**config.mk**
```make
export PLATFORM = sky130hd
export DESIGN_NAME = replock_top
export DESIGN_NICKNAME = d
export VERILOG_FILES = /design/src/rtl/replock_pkg.sv /design/src/rtl/replock_datapath.sv /design/src/rtl/replock_ctrl.sv /design/src/rtl/replock_top.sv
export SDC_FILE = /design/constraint.sdc
export NUM_CORES = 1
export LEC_CHECK = 0
export BUFFER_PORTS_ARGS = -buffer_cell sky130_fd_sc_hd__buf_2
export CORE_MARGIN = 4
export CORE_UTILIZATION = 38
export CTS_BUF_LIST = sky130_fd_sc_hd__clkbuf_16
export CTS_CLUSTER_DIAMETER = 50
export DETAILED_ROUTE_END_ITERATION = 6
export PLACE_DENSITY = 0.8
export SYNTH_ARGS = -nofsm -noshare
export SYNTH_HDL_FRONTEND = slang
export SYNTH_HIERARCHICAL = 1
export SYNTH_SLANG_ARGS = --single-unit
```
**constraint.sdc**
```tcl
create_clock -name clk -period 2.2 [get_ports clk]
set_clock_uncertainty 0.2 [all_clocks]
set_input_delay 0.22 -clock clk [delete_from_list [all_inputs] [get_ports clk]]
set_output_delay 0.22 -clock clk [all_outputs]
set_load 0.1 [all_outputs]
```
**src/rtl/replock_pkg.sv**
```systemverilog
`timescale 1ns/1ps
package replock_pkg;
  localparam int REP_BITS = 2;
  localparam int NUM_REP  = 1 << REP_BITS;

  typedef enum logic [2:0] {
    PH_IDLE  = 3'd0,
    PH_PREP  = 3'd1,
    PH_GATE  = 3'd2,
    PH_RUN   = 3'd3,
    PH_DRAIN = 3'd4,
    PH_DONE  = 3'd5
  } phase_e;

  typedef struct packed {
    logic                checkKey;
    logic [REP_BITS-1:0] lockSel;
  } strobe_t;
endpackage

```
**src/rtl/replock_datapath.sv**
```systemverilog
`timescale 1ns/1ps
module replock_datapath
  import replock_pkg::*;
#(
  parameter int IDW = 16,
  parameter logic [NUM_REP-1:0][IDW-1:0] EDGE_CONST = '0
) (
  input  logic           clk,
  input  logic           rstN,
  input  logic [IDW-1:0] chipId,
  input  logic [IDW-1:0] passKey,
  input  strobe_t        strobe,
  output logic           keyMatch,
  output logic           authFail
);
  logic [IDW-1:0]     unmasked;
  logic [NUM_REP-1:0] hitVec;

  assign unmasked = passKey ^ chipId;

  for (genvar g = 0; g < NUM_REP; g++) begin : gEdge
    assign hitVec[g] = (unmasked == EDGE_CONST[g]);
  end

  assign keyMatch = hitVec[strobe.lockSel];

  always_ff @(posedge clk or negedge rstN) begin
    if (!rstN) authFail <= 1'b0;
    else       authFail <= strobe.checkKey & ~keyMatch;
  end

  // a rejected attempt gives a pulse on the next cycle.
  assert_reject_pulse_R5: assert property (@(posedge clk) disable iff (!rstN)
    (strobe.checkKey && !keyMatch) |=> authFail);
  // with no rejected attempt, no pulse follows.
  assert_no_spurious_fail_R6: assert property (@(posedge clk) disable iff (!rstN)
    !(strobe.checkKey && !keyMatch) |=> !authFail);
endmodule

```
**src/rtl/replock_ctrl.sv**
```systemverilog
`timescale 1ns/1ps
module replock_ctrl
  import replock_pkg::*;
(
  input  logic                clk,
  input  logic                rstN,
  input  logic                advance,
  input  logic                keyValid,
  input  logic                keyMatch,
  input  logic [REP_BITS-1:0] chipSel,
  output phase_e              phaseQ,
  output logic [REP_BITS-1:0] repQ,
  output strobe_t             strobe
);
  phase_e phaseD;
  logic   enterGate;

  assign enterGate = (phaseQ == PH_PREP) && advance;

  always_comb begin
    phaseD = phaseQ;
    case (phaseQ)
      PH_GATE: if (keyValid && keyMatch) phaseD = PH_RUN;
      PH_IDLE:  if (advance) phaseD = PH_PREP;
      PH_PREP:  if (advance) phaseD = PH_GATE;
      PH_RUN:   if (advance) phaseD = PH_DRAIN;
      PH_DRAIN: if (advance) phaseD = PH_DONE;
      PH_DONE:  if (advance) phaseD = PH_IDLE;
      default:  phaseD = PH_IDLE;
    endcase
  end

  always_ff @(posedge clk or negedge rstN) begin
    if (!rstN) begin
      phaseQ <= PH_IDLE;
      repQ   <= '0;
    end else begin
      phaseQ <= phaseD;
      if (enterGate) repQ <= chipSel;
    end
  end

  always_comb begin
    strobe.checkKey = (phaseQ == PH_GATE) && keyValid;
    strobe.lockSel  = repQ;
  end

  // the phase code never leaves the range 0 to 5.
  assert_legal_phase_R2: assert property (@(posedge clk) disable iff (!rstN)
    phaseQ <= PH_DONE);
  // outside the gate, a step request changes the phase.
  assert_step_R2: assert property (@(posedge clk) disable iff (!rstN)
    (phaseQ != PH_GATE && advance) |=> phaseQ != $past(phaseQ));
  // the replica is latched from the identifier on entry into the gate.
  assert_entry_capture_R3: assert property (@(posedge clk) disable iff (!rstN)
    enterGate |=> (phaseQ == PH_GATE && repQ == $past(chipSel)));
  // the replica stays fixed while the sequencer is in the gate.
  assert_replica_hold_R3: assert property (@(posedge clk) disable iff (!rstN)
    (phaseQ == PH_GATE) |=> $stable(repQ));
  // a matching key leaves the gate on the next edge.
  assert_gate_exit_R4: assert property (@(posedge clk) disable iff (!rstN)
    (phaseQ == PH_GATE && keyValid && keyMatch) |=> phaseQ == PH_RUN);
  // a rejected key holds the gate.
  assert_reject_hold_R5: assert property (@(posedge clk) disable iff (!rstN)
    (phaseQ == PH_GATE && keyValid && !keyMatch) |=> phaseQ == PH_GATE);
  // no key means no exit, whatever the step request.
  assert_nokey_hold_R6: assert property (@(posedge clk) disable iff (!rstN)
    (phaseQ == PH_GATE && !keyValid) |=> phaseQ == PH_GATE);
endmodule

```
**src/rtl/replock_top.sv**
```systemverilog
`timescale 1ns/1ps
module replock_top
  import replock_pkg::*;
#(
  parameter int IDW = 16,
  parameter logic [NUM_REP-1:0][IDW-1:0] EDGE_CONST =
    {16'hC0DE, 16'h5AF0, 16'h3C96, 16'hA5C3}
) (
  input  logic                clk,
  input  logic                rstN,
  input  logic [IDW-1:0]      chipId,
  input  logic                advance,
  input  logic                keyValid,
  input  logic [IDW-1:0]      passKey,
  output logic [2:0]          phase,
  output logic [REP_BITS-1:0] replicaIdx,
  output logic                authFail
);
  strobe_t strobe;
  phase_e  phaseQ;
  logic    keyMatch;

  replock_ctrl uCtrl (
    .clk      (clk),
    .rstN     (rstN),
    .advance  (advance),
    .keyValid (keyValid),
    .keyMatch (keyMatch),
    .chipSel  (chipId[REP_BITS-1:0]),
    .phaseQ   (phaseQ),
    .repQ     (replicaIdx),
    .strobe   (strobe)
  );

  replock_datapath #(.IDW(IDW), .EDGE_CONST(EDGE_CONST)) uData (
    .clk      (clk),
    .rstN     (rstN),
    .chipId   (chipId),
    .passKey  (passKey),
    .strobe   (strobe),
    .keyMatch (keyMatch),
    .authFail (authFail)
  );

  assign phase = phaseQ;
endmodule

```
==> results of run 1 <==
-- metrics by stage --
step	total power, mW	utilization	std cells	setup WS, ns	cell area, um2
after floorplan	0.781	-	60	0.0119	562
after global placement	0.866	0.575	114	0.235	767
after detailed placement	0.882	0.575	114	0.141	767
after CTS	1.19	0.642	119	0.233	856
after global routing	1.24	0.642	119	0.172	856
final	1.18	0.642	119	0.212	856
-- registers in the layout (all words and copies together) (netlist names) --
name,count
uData/authFail,1
uCtrl/phaseQ,3
uCtrl/repQ,2
-- cell type report --
type	instances	area, um2
flip-flops and latches	6	154
clock inverters	1	3.75
inverters	1	3.75
well taps	15	18.8
fillers	120	478
multi-input cells	51	385
repair buffers	42	215
clock buffers	3	75.1
-- metal layers --
| metal | routed length (um) | part of all wire | global-route usage |
|---|---|---|---|
| met5 | 0 | 0 | 0 |
| met4 | 0 | 0 | 0.0341 |
| met3 | 117 | 0.081 | 0.0156 |
| met2 | 794 | 0.55 | 0.269 |
| met1 | 536 | 0.37 | 0.167 |
-- cells in the final DEF (no fill, tap or decap), types with 2 or more instances in the layout --
master / synthesis / layout
nor4_1: 3 / 3
nor2_1: 2 / 2
nand2_1: 4 / 4
buf_2: 0 / 41
xnor2_1: 7 / 7
nand4_1: 3 / 3
mux2_2: 2 / 2
o22ai_1: 2 / 2
xor2_1: 11 / 11
clkbuf_16: 0 / 3
dfrtp_1: 6 / 5
inv_1: 1 / 2
-- where the power goes --
part | switching [mW] | total, mW | internal (mW)
logic | 0.492 | 0.641 | 0.149
clock network | 0.0647 | 0.301 | 0.236
registers | 0.0709 | 0.241 | 0.170
-- cell families (layout without fill, tap and decap cells) --
logic type / after synthesis / in the layout / share of synthesized area
and+or+nand+nor: 24 / 24 / 0.275
DFF: 6 / 6 / 0.271
muxes: 2 / 2 / 0.0406
AOI/OAI and AO/OA: 7 / 7 / 0.0948
xor gates and xnor gates: 18 / 18 / 0.284
buffers and inverters: 3 / 47 / 0.0338
-- repair_timing --
item / CTS / global route
endpoints found under the hold margin: 6 / 0
hold buffers: 1 / 0
gates resized for setup: 0 / 0
-- how the worst max path moves through the flow --
stage	startpoint	end	slack, ns	cells after the start
after CTS	uCtrl/repQ[0]	uCtrl/phaseQ[0]	0.23	6
final	uCtrl/repQ[0]	uCtrl/phaseQ[0]	0.21	6
after detailed placement	chipId[4]	uCtrl/phaseQ[0]	0.14	9
after floorplan	uCtrl/repQ[0]	uCtrl/phaseQ[0]	0.01	7
after global routing	uCtrl/repQ[0]	uCtrl/phaseQ[0]	0.17	6
after global placement	chipId[7]	uCtrl/phaseQ[0]	0.24	9
==> impl_results.md, run 1 <==
- Synthesized cell area: 554 um2
- Nature of the critical path startpoint: register
- Max incr delay on CP: 0.54 ns
- Number of global-route vias before repair: 618
- Total GRT Usage: 0.143
- Hold path depth: 2
- Synth cell types: 28
- Detailed placer's ending HPWL: 1.27 mm
- Initial antenna violation count: 0
- TNS Setup: 0 ns
- Initial drt markers: 9
- Worst slew pin tran: 0.487 ns
- Area leader, netlist: dfrtp_1
- Die area: 2130 um2
- Crit path DAT: 1.95 ns
- Reg2reg start: uCtrl/repQ[0]
- Final nets: 141
- IR drop worst, VDD: 798 uV
- Synthesized net count: 96
- Diodes inserted: 0
- Core Footprint: 1330 um2
- Min cycle time layout: 1.99 ns
- CP max stage cell: or4_4
- Die Wd: 46.2 um
- Reg2Reg Capture Point: uCtrl/phaseQ[0]
- Area growth from synthesis to layout: 54.4%
- Critical path capture point type: register
- Clock Sink Count: 6
- Layout cells sized above 1: 0.500
- Worst-skew pair later-pin latency: 0.23 ns
- R2R cell count: 6
- CTS tree: yes
- Final hold vios: 0
- Largest net degree at the start of global routing: 9
- Top-count cell post-synth: xor2_1
- # setup viols final: 0
- Average cell area after synthesis: 9.24 um2
- Die H: 46.2 um
- Hold endpoint: uCtrl/repQ[1]
- Reg clk slew, reported paths: 0.04 ns
- Max H-tree Level: 1
- CTS Buf Count: 3
- Clock buffer depth: 2
- DR DRC count: 0
- R2r setup slk: 0.21 ns
- HP Start: chipId[1]
- I/O Buffers: 41
- WHS: 0.0582 ns
- DR vias/cell: 5.15
- Ys flop type: dfrtp_1
- Post-synthesis async set-or-reset flop share: 1.00
- Number of synthesized flops with an enable pin: 0
- HP Class: input pin to register
- DRT antenna net count: 0
- Initial cell density of the core: 0.416
- Critical path required time: 2.16 ns
- Vias: 613
- TritonRoute pass-1 iters: 5
- Slew HR: 0.678
- Clock root cell: clkbuf_16
- Routed WL: 1.45 mm
- Mapped Cells: 60
- Synth Warn #: 6
- Final worst path period share: 0.904
- Max-slew violations: 0
- Number of setup buffers added after CTS: 0
- Run status: finished, final reports clean
- Largest delay share family, worst path: simple AND/OR/NAND/NOR gates
- First-pass GRT wire length: 2.27 mm
- Fmax: 503 MHz
- P_leak: 0.407 nW
- Synth cell count leaders: xor2_1 (11), xnor2_1 (7), dfrtp_1 (6)
- # Max-Cap Violations: 0
- PwrDens: 1380 nW/um2
- Synth top area cells: dfrtp_1 (27%), xor2_1 (17%), xnor2_1 (11%)
- Critical setup path kind: register to register
- Final Wtd Congestion: 0.690
- Critical Path, Cell by Cell: or4_4, o22ai_2, a22o_1, a21oi_1, o21ai_0, and3_1
- Total grt overflow: 0
- Sequential area share after synthesis: 0.271
- Crit Path Max Fanout: 5
- I/O pin count: 42
- Flip-flop and latch count after synthesis: 6
- Crit path buf inv count: 0
- Wirelength per Cell: 12.2 um
- Yosys top cell area share: 0.271
- RSZ-0062 raised after global routing: false
- Std-Cell Rows: 13
(Power assumes the default switching activity.)
==> inputs of run 2 (changes only) <==
--- a/config.mk
+++ b/config.mk
@@ -7,12 +7,11 @@
 export LEC_CHECK = 0
 export BUFFER_PORTS_ARGS = -buffer_cell sky130_fd_sc_hd__buf_2
 export CORE_MARGIN = 4
-export CORE_UTILIZATION = 38
+export CORE_UTILIZATION = 37
 export CTS_BUF_LIST = sky130_fd_sc_hd__clkbuf_16
 export CTS_CLUSTER_DIAMETER = 50
 export DETAILED_ROUTE_END_ITERATION = 6
 export PLACE_DENSITY = 0.8
 export SYNTH_ARGS = -nofsm -noshare
 export SYNTH_HDL_FRONTEND = slang
-export SYNTH_HIERARCHICAL = 1
 export SYNTH_SLANG_ARGS = --single-unit
==> run 2 against run 1 <==
  * Flip-flop and latch count stayed put
  * Core utilization is 0.90 points lower
  * Fmax is 24% higher
  * Synthesized cell count stayed put
  * Die area is 3.9% lower
  * Via count is 0.16% lower
  * Final cell count is 0.84% higher
  * Critical path depth is 1 higher
  * Global-route usage is 0.78 points lower
  * Largest cell class unchanged
  * First-iteration DRC count is 33% lower
  * Largest power group unchanged
  * Combinational power is 2% lower
==> impl_results.md, run 2 <==
- Ys flop type: dfrtp_1
- Multi-input gate area: 360 um2
- HP Class: input pin to register
- Routed WL: 1.34 mm
- # setup viols final: 0
- Total Power: 1.15 mW
- Area leader, netlist: dfrtp_1
- First-pass GRT wire length: 2.05 mm
- Post-synthesis async set-or-reset flop share: 1.00
- Detailed placer's ending HPWL: 1.16 mm
- Total grt overflow: 0
- DRT antenna net count: 0
- Clock root cell: clkbuf_16
- Number of setup buffers added after CTS: 0
- Wirelength per Cell: 11.1 um
- PwrDens: 1400 nW/um2
- Initial antenna violation count: 0
- Core Footprint: 1300 um2
- Reg clk slew, reported paths: 0.03 ns
- RSZ-0062 raised after global routing: false
- Clock Sink Count: 6
- Yosys top cell area share: 0.292
- Crit path buf inv count: 1
- Vias: 612
- Synth Warn #: 0
- CTS Buf Count: 3
- Crit path DAT: 1.56 ns
- Final worst path period share: 0.726
- Crit Path Max Fanout: 2
- TNS Setup: 0 ns
- Min cycle time layout: 1.60 ns
- Sequential area share after synthesis: 0.292
- Run status: finished, final reports clean
- Synthesized cell area: 514 um2
- Area growth from synthesis to layout: 60.1%
- Critical setup path kind: input pin to register
- Initial cell density of the core: 0.395
- Mapped Cells: 60
- Die area: 2050 um2
- I/O pin count: 42
- Final Wtd Congestion: 0.759
- Synth cell count leaders: xnor2_1 (9), xor2_1 (8), dfrtp_1 (6)
- CP max stage cell: or3_1
- Fmax: 626 MHz
- P_leak: 0.396 nW
- IR drop worst, VDD: 661 uV
- Largest delay share family, worst path: simple AND/OR/NAND/NOR gates
- Clock buffer depth: 2
- Max H-tree Level: 1
- Fill cells: 130
- Largest net degree at the start of global routing: 9
- Placed Area: 738 um2
- Average cell area after synthesis: 8.57 um2
- Synthesized net count: 96
- Std-Cell Rows: 13
- # Max-Cap Violations: 0
- Most frequent cells in the layout: buf_2 (41), xnor2_1 (9), xor2_1 (8)
- WHS: 0.0515 ns
- Layout cells sized above 1: 0.438
- Max-slew violations: 0
- Top-count cell post-synth: xnor2_1
- DR vias/cell: 5.10
- Final hold vios: 0
- CTS tree: yes
- Synth cell types: 20
- Largest Register: uCtrl.phaseQ
- Initial drt markers: 6
- Nature of the critical path startpoint: input pin
- Worst-skew pair later-pin latency: 0.22 ns
- DR DRC count: 0
- TritonRoute pass-1 iters: 4
- Die H: 45.3 um
- Commonest non-fill, non-tap cell in the layout: buf_2
- Flip-flop and latch count after synthesis: 6
- Number of synthesized flops with an enable pin: 0
- Number of global-route vias before repair: 564
- Critical Path, Cell by Cell: buf_2, xor2_1, or3_1, nor4_1, o211ai_1, a21oi_1, o21a_1
- Top flop regs: uCtrl.phaseQ x3, uCtrl.repQ x2, uData.authFail x1
- Die Wd: 45.3 um
- Register area: 150 um2
- Critical path capture point type: register
- Post-route cell area: 823 um2
- Final nets: 143
- Total GRT Usage: 0.135
- Critical path required time: 2.17 ns
- I/O Buffers: 41
- Synth top area cells: dfrtp_1 (29%), xnor2_1 (15%), xor2_1 (14%)
- Number of flip-flops in the largest register: 3
- Worst slew pin tran: 0.488 ns
- Max incr delay on CP: 0.40 ns
- Diodes inserted: 0
- Slew HR: 0.677
[run 2: cell count changes after synthesis, sizes merged, moves of 2 or more]
cell	before	now
xor2	11	8
xnor2	7	9
nand3	1	4
nand4	3	1
buf	2	0
o22ai	3	0
nand3b	0	2
nor2	2	4
nor4	3	5
[run 2: cell families after synthesis]
logic type	after synthesis	synth area share
flip-flops	6	0.292
AND/OR/NAND/NOR	29	0.309
buffers and inverters	1	0.00729
AO/OA/AOI/OAI	5	0.0584
multiplexers	2	0.0438
XOR/XNOR	17	0.290
[run 2: path summary, 6_finish.rpt]
path | startpoint | end | slack, ns | depth (start not counted)
worst max-delay path | chipId[15] | uCtrl.phaseQ[0] | 0.60 | 7
worst max register to register | uCtrl.phaseQ[0] | uCtrl.repQ[1] | 0.66 | 3
max in group asynchronous | rstN | uCtrl.repQ[1] | 1.50 | 2
worst min register to register | uCtrl.repQ[1] | uCtrl.repQ[1] | 0.36 | 1
worst min-delay path | keyValid | uData.authFail | 0.05 | 3
min in group asynchronous | rstN | uCtrl.phaseQ[0] | 0.16 | 2
[run 2: per-layer routing]
layer | track usage | routed length [um] | vias to the layer above
met1 | 0.148 | 494 | 275
met5 | 0 | 0 | -
met3 | 0.0438 | 159 | 0
li1 | - | - | 306
met2 | 0.254 | 681 | 31
met4 | 0.0175 | 0 | 0
[run 2: worst register-to-register path: stages (launching register included)]
cell	delay, ns
dfrtp_1	0.40
nand2_1	0.14
nor3_1	0.31
mux2_2	0.38
[run 2: layout make-up]
type	count	area share
inverters	1	0.00456
flip-flops and latches	6	0.182
multi-input cells	53	0.438
repair buffers	42	0.261
clock buffers	3	0.0912
well taps	15	0.0228
[run 2: report_power, final]
group	internal [mW]	switching [mW]	total (mW)	leakage [nW]
clock network	0.233	0.0571	0.290	0.0370
logic	0.141	0.486	0.627	0.284
registers	0.164	0.0700	0.234	0.0747
total	0.537	0.613	1.15	0.396
[run 2: repair_timing]
action                                 4_1_cts  5_1_grt
gates resized for setup                      0        0
endpoints found under the hold margin        6        0
setup endpoints to repair                    0        0
hold buffers                                 1        0
[run 2: metrics by stage]
stage | setup slack [ns] | utilization | std cells
after detailed placement | 0.357 | 0.567 | 116
after global routing | 0.461 | 0.633 | 120
after global placement | 0.407 | 0.567 | 116
after floorplan | 0.0701 | - | 60
after CTS | 0.588 | 0.633 | 120
final | 0.602 | 0.633 | 120
==> inputs of run 3 (changes only) <==
==> constraint.sdc (replaced) <==
create_clock -name clk -period 1.6 [get_ports clk]
set_clock_uncertainty 0.2 [all_clocks]
set_input_delay 0.16 -clock clk [delete_from_list [all_inputs] [get_ports clk]]
set_output_delay 0.16 -clock clk [all_outputs]
set_load 0.1 [all_outputs]
==> run 3 against run 2 <==
  * The flow now finishes with violations (setup timing)
  * Register-to-register slack worse by 0.56 ns
  * Critical path depth unchanged
  * Largest power group unchanged
  * Non-clock buffer count rose by 6
  * Final cell count increased by 5.8%
  * Global-route usage rose by 3.5 points
  * Critical endpoint unchanged
  * First-iteration DRC count increased by 130%
==> impl_results.md, run 3 (same netlist as run 2, synthesis figures left out) <==
- Placed cells: 120
- Initial drt markers: 14
- Final hold vios: 0
- Area growth from synthesis to layout: 77.6%
- Number of flip-flops in the largest register: 3
- Fill cells: 105
- Most frequent cells in the layout: buf_2 (41), xnor2_1 (9), xor2_1 (8)
- Initial cell density of the core: 0.395
- Diodes inserted: 0
- IR drop worst, VDD: 1330 uV
- First-pass GRT wire length: 2.54 mm
- Commonest non-fill, non-tap cell in the layout: buf_2
- Setup slack after layout: -0.00289 ns
- Core Footprint: 1300 um2
- Routed WL: 1.58 mm
- Number of global-route vias before repair: 639
- Slew HR: 0.677
- Largest net degree at the start of global routing: 9
- CTS tree: yes
- Failing checks: setup timing
- Critical setup path kind: input pin to register
- Vias: 659
- WHS: 0.0460 ns
- Critical path required time: 1.57 ns
- Critical Path, Cell by Cell: buf_2, xor2_1, or3_4, nor4_2, o211ai_1, a21oi_1, o21a_1
- Die area: 2050 um2
- # setup viols final: 1
- DR vias/cell: 5.19
- Wirelength per Cell: 12.4 um
- Register area: 161 um2
- Total grt overflow: 0
- Top sig layer: met4
- Final nets: 149
- Clock Sink Count: 6
- Nature of the critical path startpoint: input pin
- Max H-tree Level: 1
- Layout cells sized above 1: 0.536
- Clock buffer depth: 2
- I/O Buffers: 41
- HP Class: input pin to register
- Total GRT Usage: 0.170
- WL met3: 174 um
- Detailed placer's ending HPWL: 1.25 mm
- Worst-skew pair later-pin latency: 0.23 ns
- DRT antenna net count: 0
- # Max-Cap Violations: 0
- Crit path buf inv count: 1
- Min cycle time layout: 1.60 ns
- Largest delay share family, worst path: simple AND/OR/NAND/NOR gates
- Max-slew violations: 0
- Initial antenna violation count: 0
- DR DRC count: 0
- Non-filler cells in the finished layout: 127
- Die Wd: 45.3 um
- I/O pin count: 42
- Largest Register: uCtrl.phaseQ
- Met2 WL post-DR: 809 um
- Run status: finished with violations
- PwrDens: 1830 nW/um2
- Clock root cell: clkbuf_16
- Final worst path period share: 1.00
- RSZ-0062 raised after global routing: true
- Multi-input gate area: 385 um2
- CTS Buf Count: 3
- P_leak: 0.427 nW
- Metal1 wirelength: 581 um
- Number of setup buffers added after CTS: 0
- Max incr delay on CP: 0.40 ns
- Fmax: 624 MHz
- Die H: 45.3 um
- Critical path capture point type: register
- CP max stage cell: or3_4
- Worst slew pin tran: 0.487 ns
- Final Wtd Congestion: 0.726
- TritonRoute pass-1 iters: 4
- Crit path DAT: 1.57 ns
- Reg clk slew, reported paths: 0.04 ns
- Crit Path Max Fanout: 2
- Top flop regs: uCtrl.phaseQ x3, uCtrl.repQ x2, uData.authFail x1
- Std-Cell Rows: 13
## run 3: cell count changes in the layout (fill, tap and decap cells not counted), moves of 2 or more
cell | previous run | this run
nor4_1 | 5 | 3
buf_4 | 0 | 4
dlygate4sd3_1 | 1 | 3
dfrtp_2 | 0 | 3
nor4_2 | 0 | 2
dfrtp_1 | 6 | 1
dfrtp_4 | 0 | 2
## run 3: final timing paths
| check | from | endpoint | slack [ns] | cells past startpoint |
|---|---|---|---|---|
| max | chipId[15] | uCtrl.phaseQ[0] | -0.003 | 7 |
| min | advance | uCtrl.phaseQ[2] | 0.05 | 3 |
| max reg2reg | uCtrl.repQ[1] | uCtrl.phaseQ[0] | 0.10 | 4 |
| min reg2reg | uCtrl.phaseQ[2] | uCtrl.phaseQ[1] | 0.33 | 1 |
| max in group asynchronous | rstN | uCtrl.repQ[0] | 0.94 | 2 |
| min in group asynchronous | rstN | uData.authFail | 0.09 | 2 |
## run 3: area by class of cell
type,count,share of cell area
Clock inverter,1,0.00411
Clock buffer,3,0.0822
Inverter,1,0.00411
Timing Repair Buffer,48,0.290
Multi-Input combinational cell,53,0.422
Sequential cell,6,0.177
Tap cell,15,0.0205
## run 3: what timing repair did
item                       CTS  global route
setup endpoints to repair    1             1
resized for setup            1             2
hold endpoints to repair     8             0
pin swaps                    0             1
hold buffers                 3             0
## run 3: routing by layer
layer | GRT usage | vias up
met1 | 0.194 | 297
met2 | 0.291 | 39
li1 | - | 319
met3 | 0.0558 | 4
met4 | 0.0643 | 0
met5 | 0 | -
## run 3: power breakdown
group	switching (mW)	internal [mW]	leakage (nW)
Clock	0.0983	0.325	0.0423
Sequential	0.106	0.250	0.0691
Combinational	0.678	0.212	0.316
Total	0.883	0.787	0.427
## run 3: worst reg2reg max path: stages, from the launching register on
cell      delay (ns)
dfrtp_2         0.42
nor4_1          0.34
o211ai_1        0.18
a21oi_1         0.18
o21a_1          0.12
## run 3: metrics by stage
step	util	setup slack, ns	power, mW	TNS (ns)	area (um2)
finish	0.702	-0.00289	1.67	-0.00289	913
global route	0.702	-0.0480	1.74	-0.0480	913
CTS	0.693	0.0164	1.67	0	902
detailed placement	0.605	-0.235	1.23	-0.394	787
global placement	0.605	-0.145	1.22	-0.217	787
floorplan	-	-0.00348	1.04	-0.00348	533
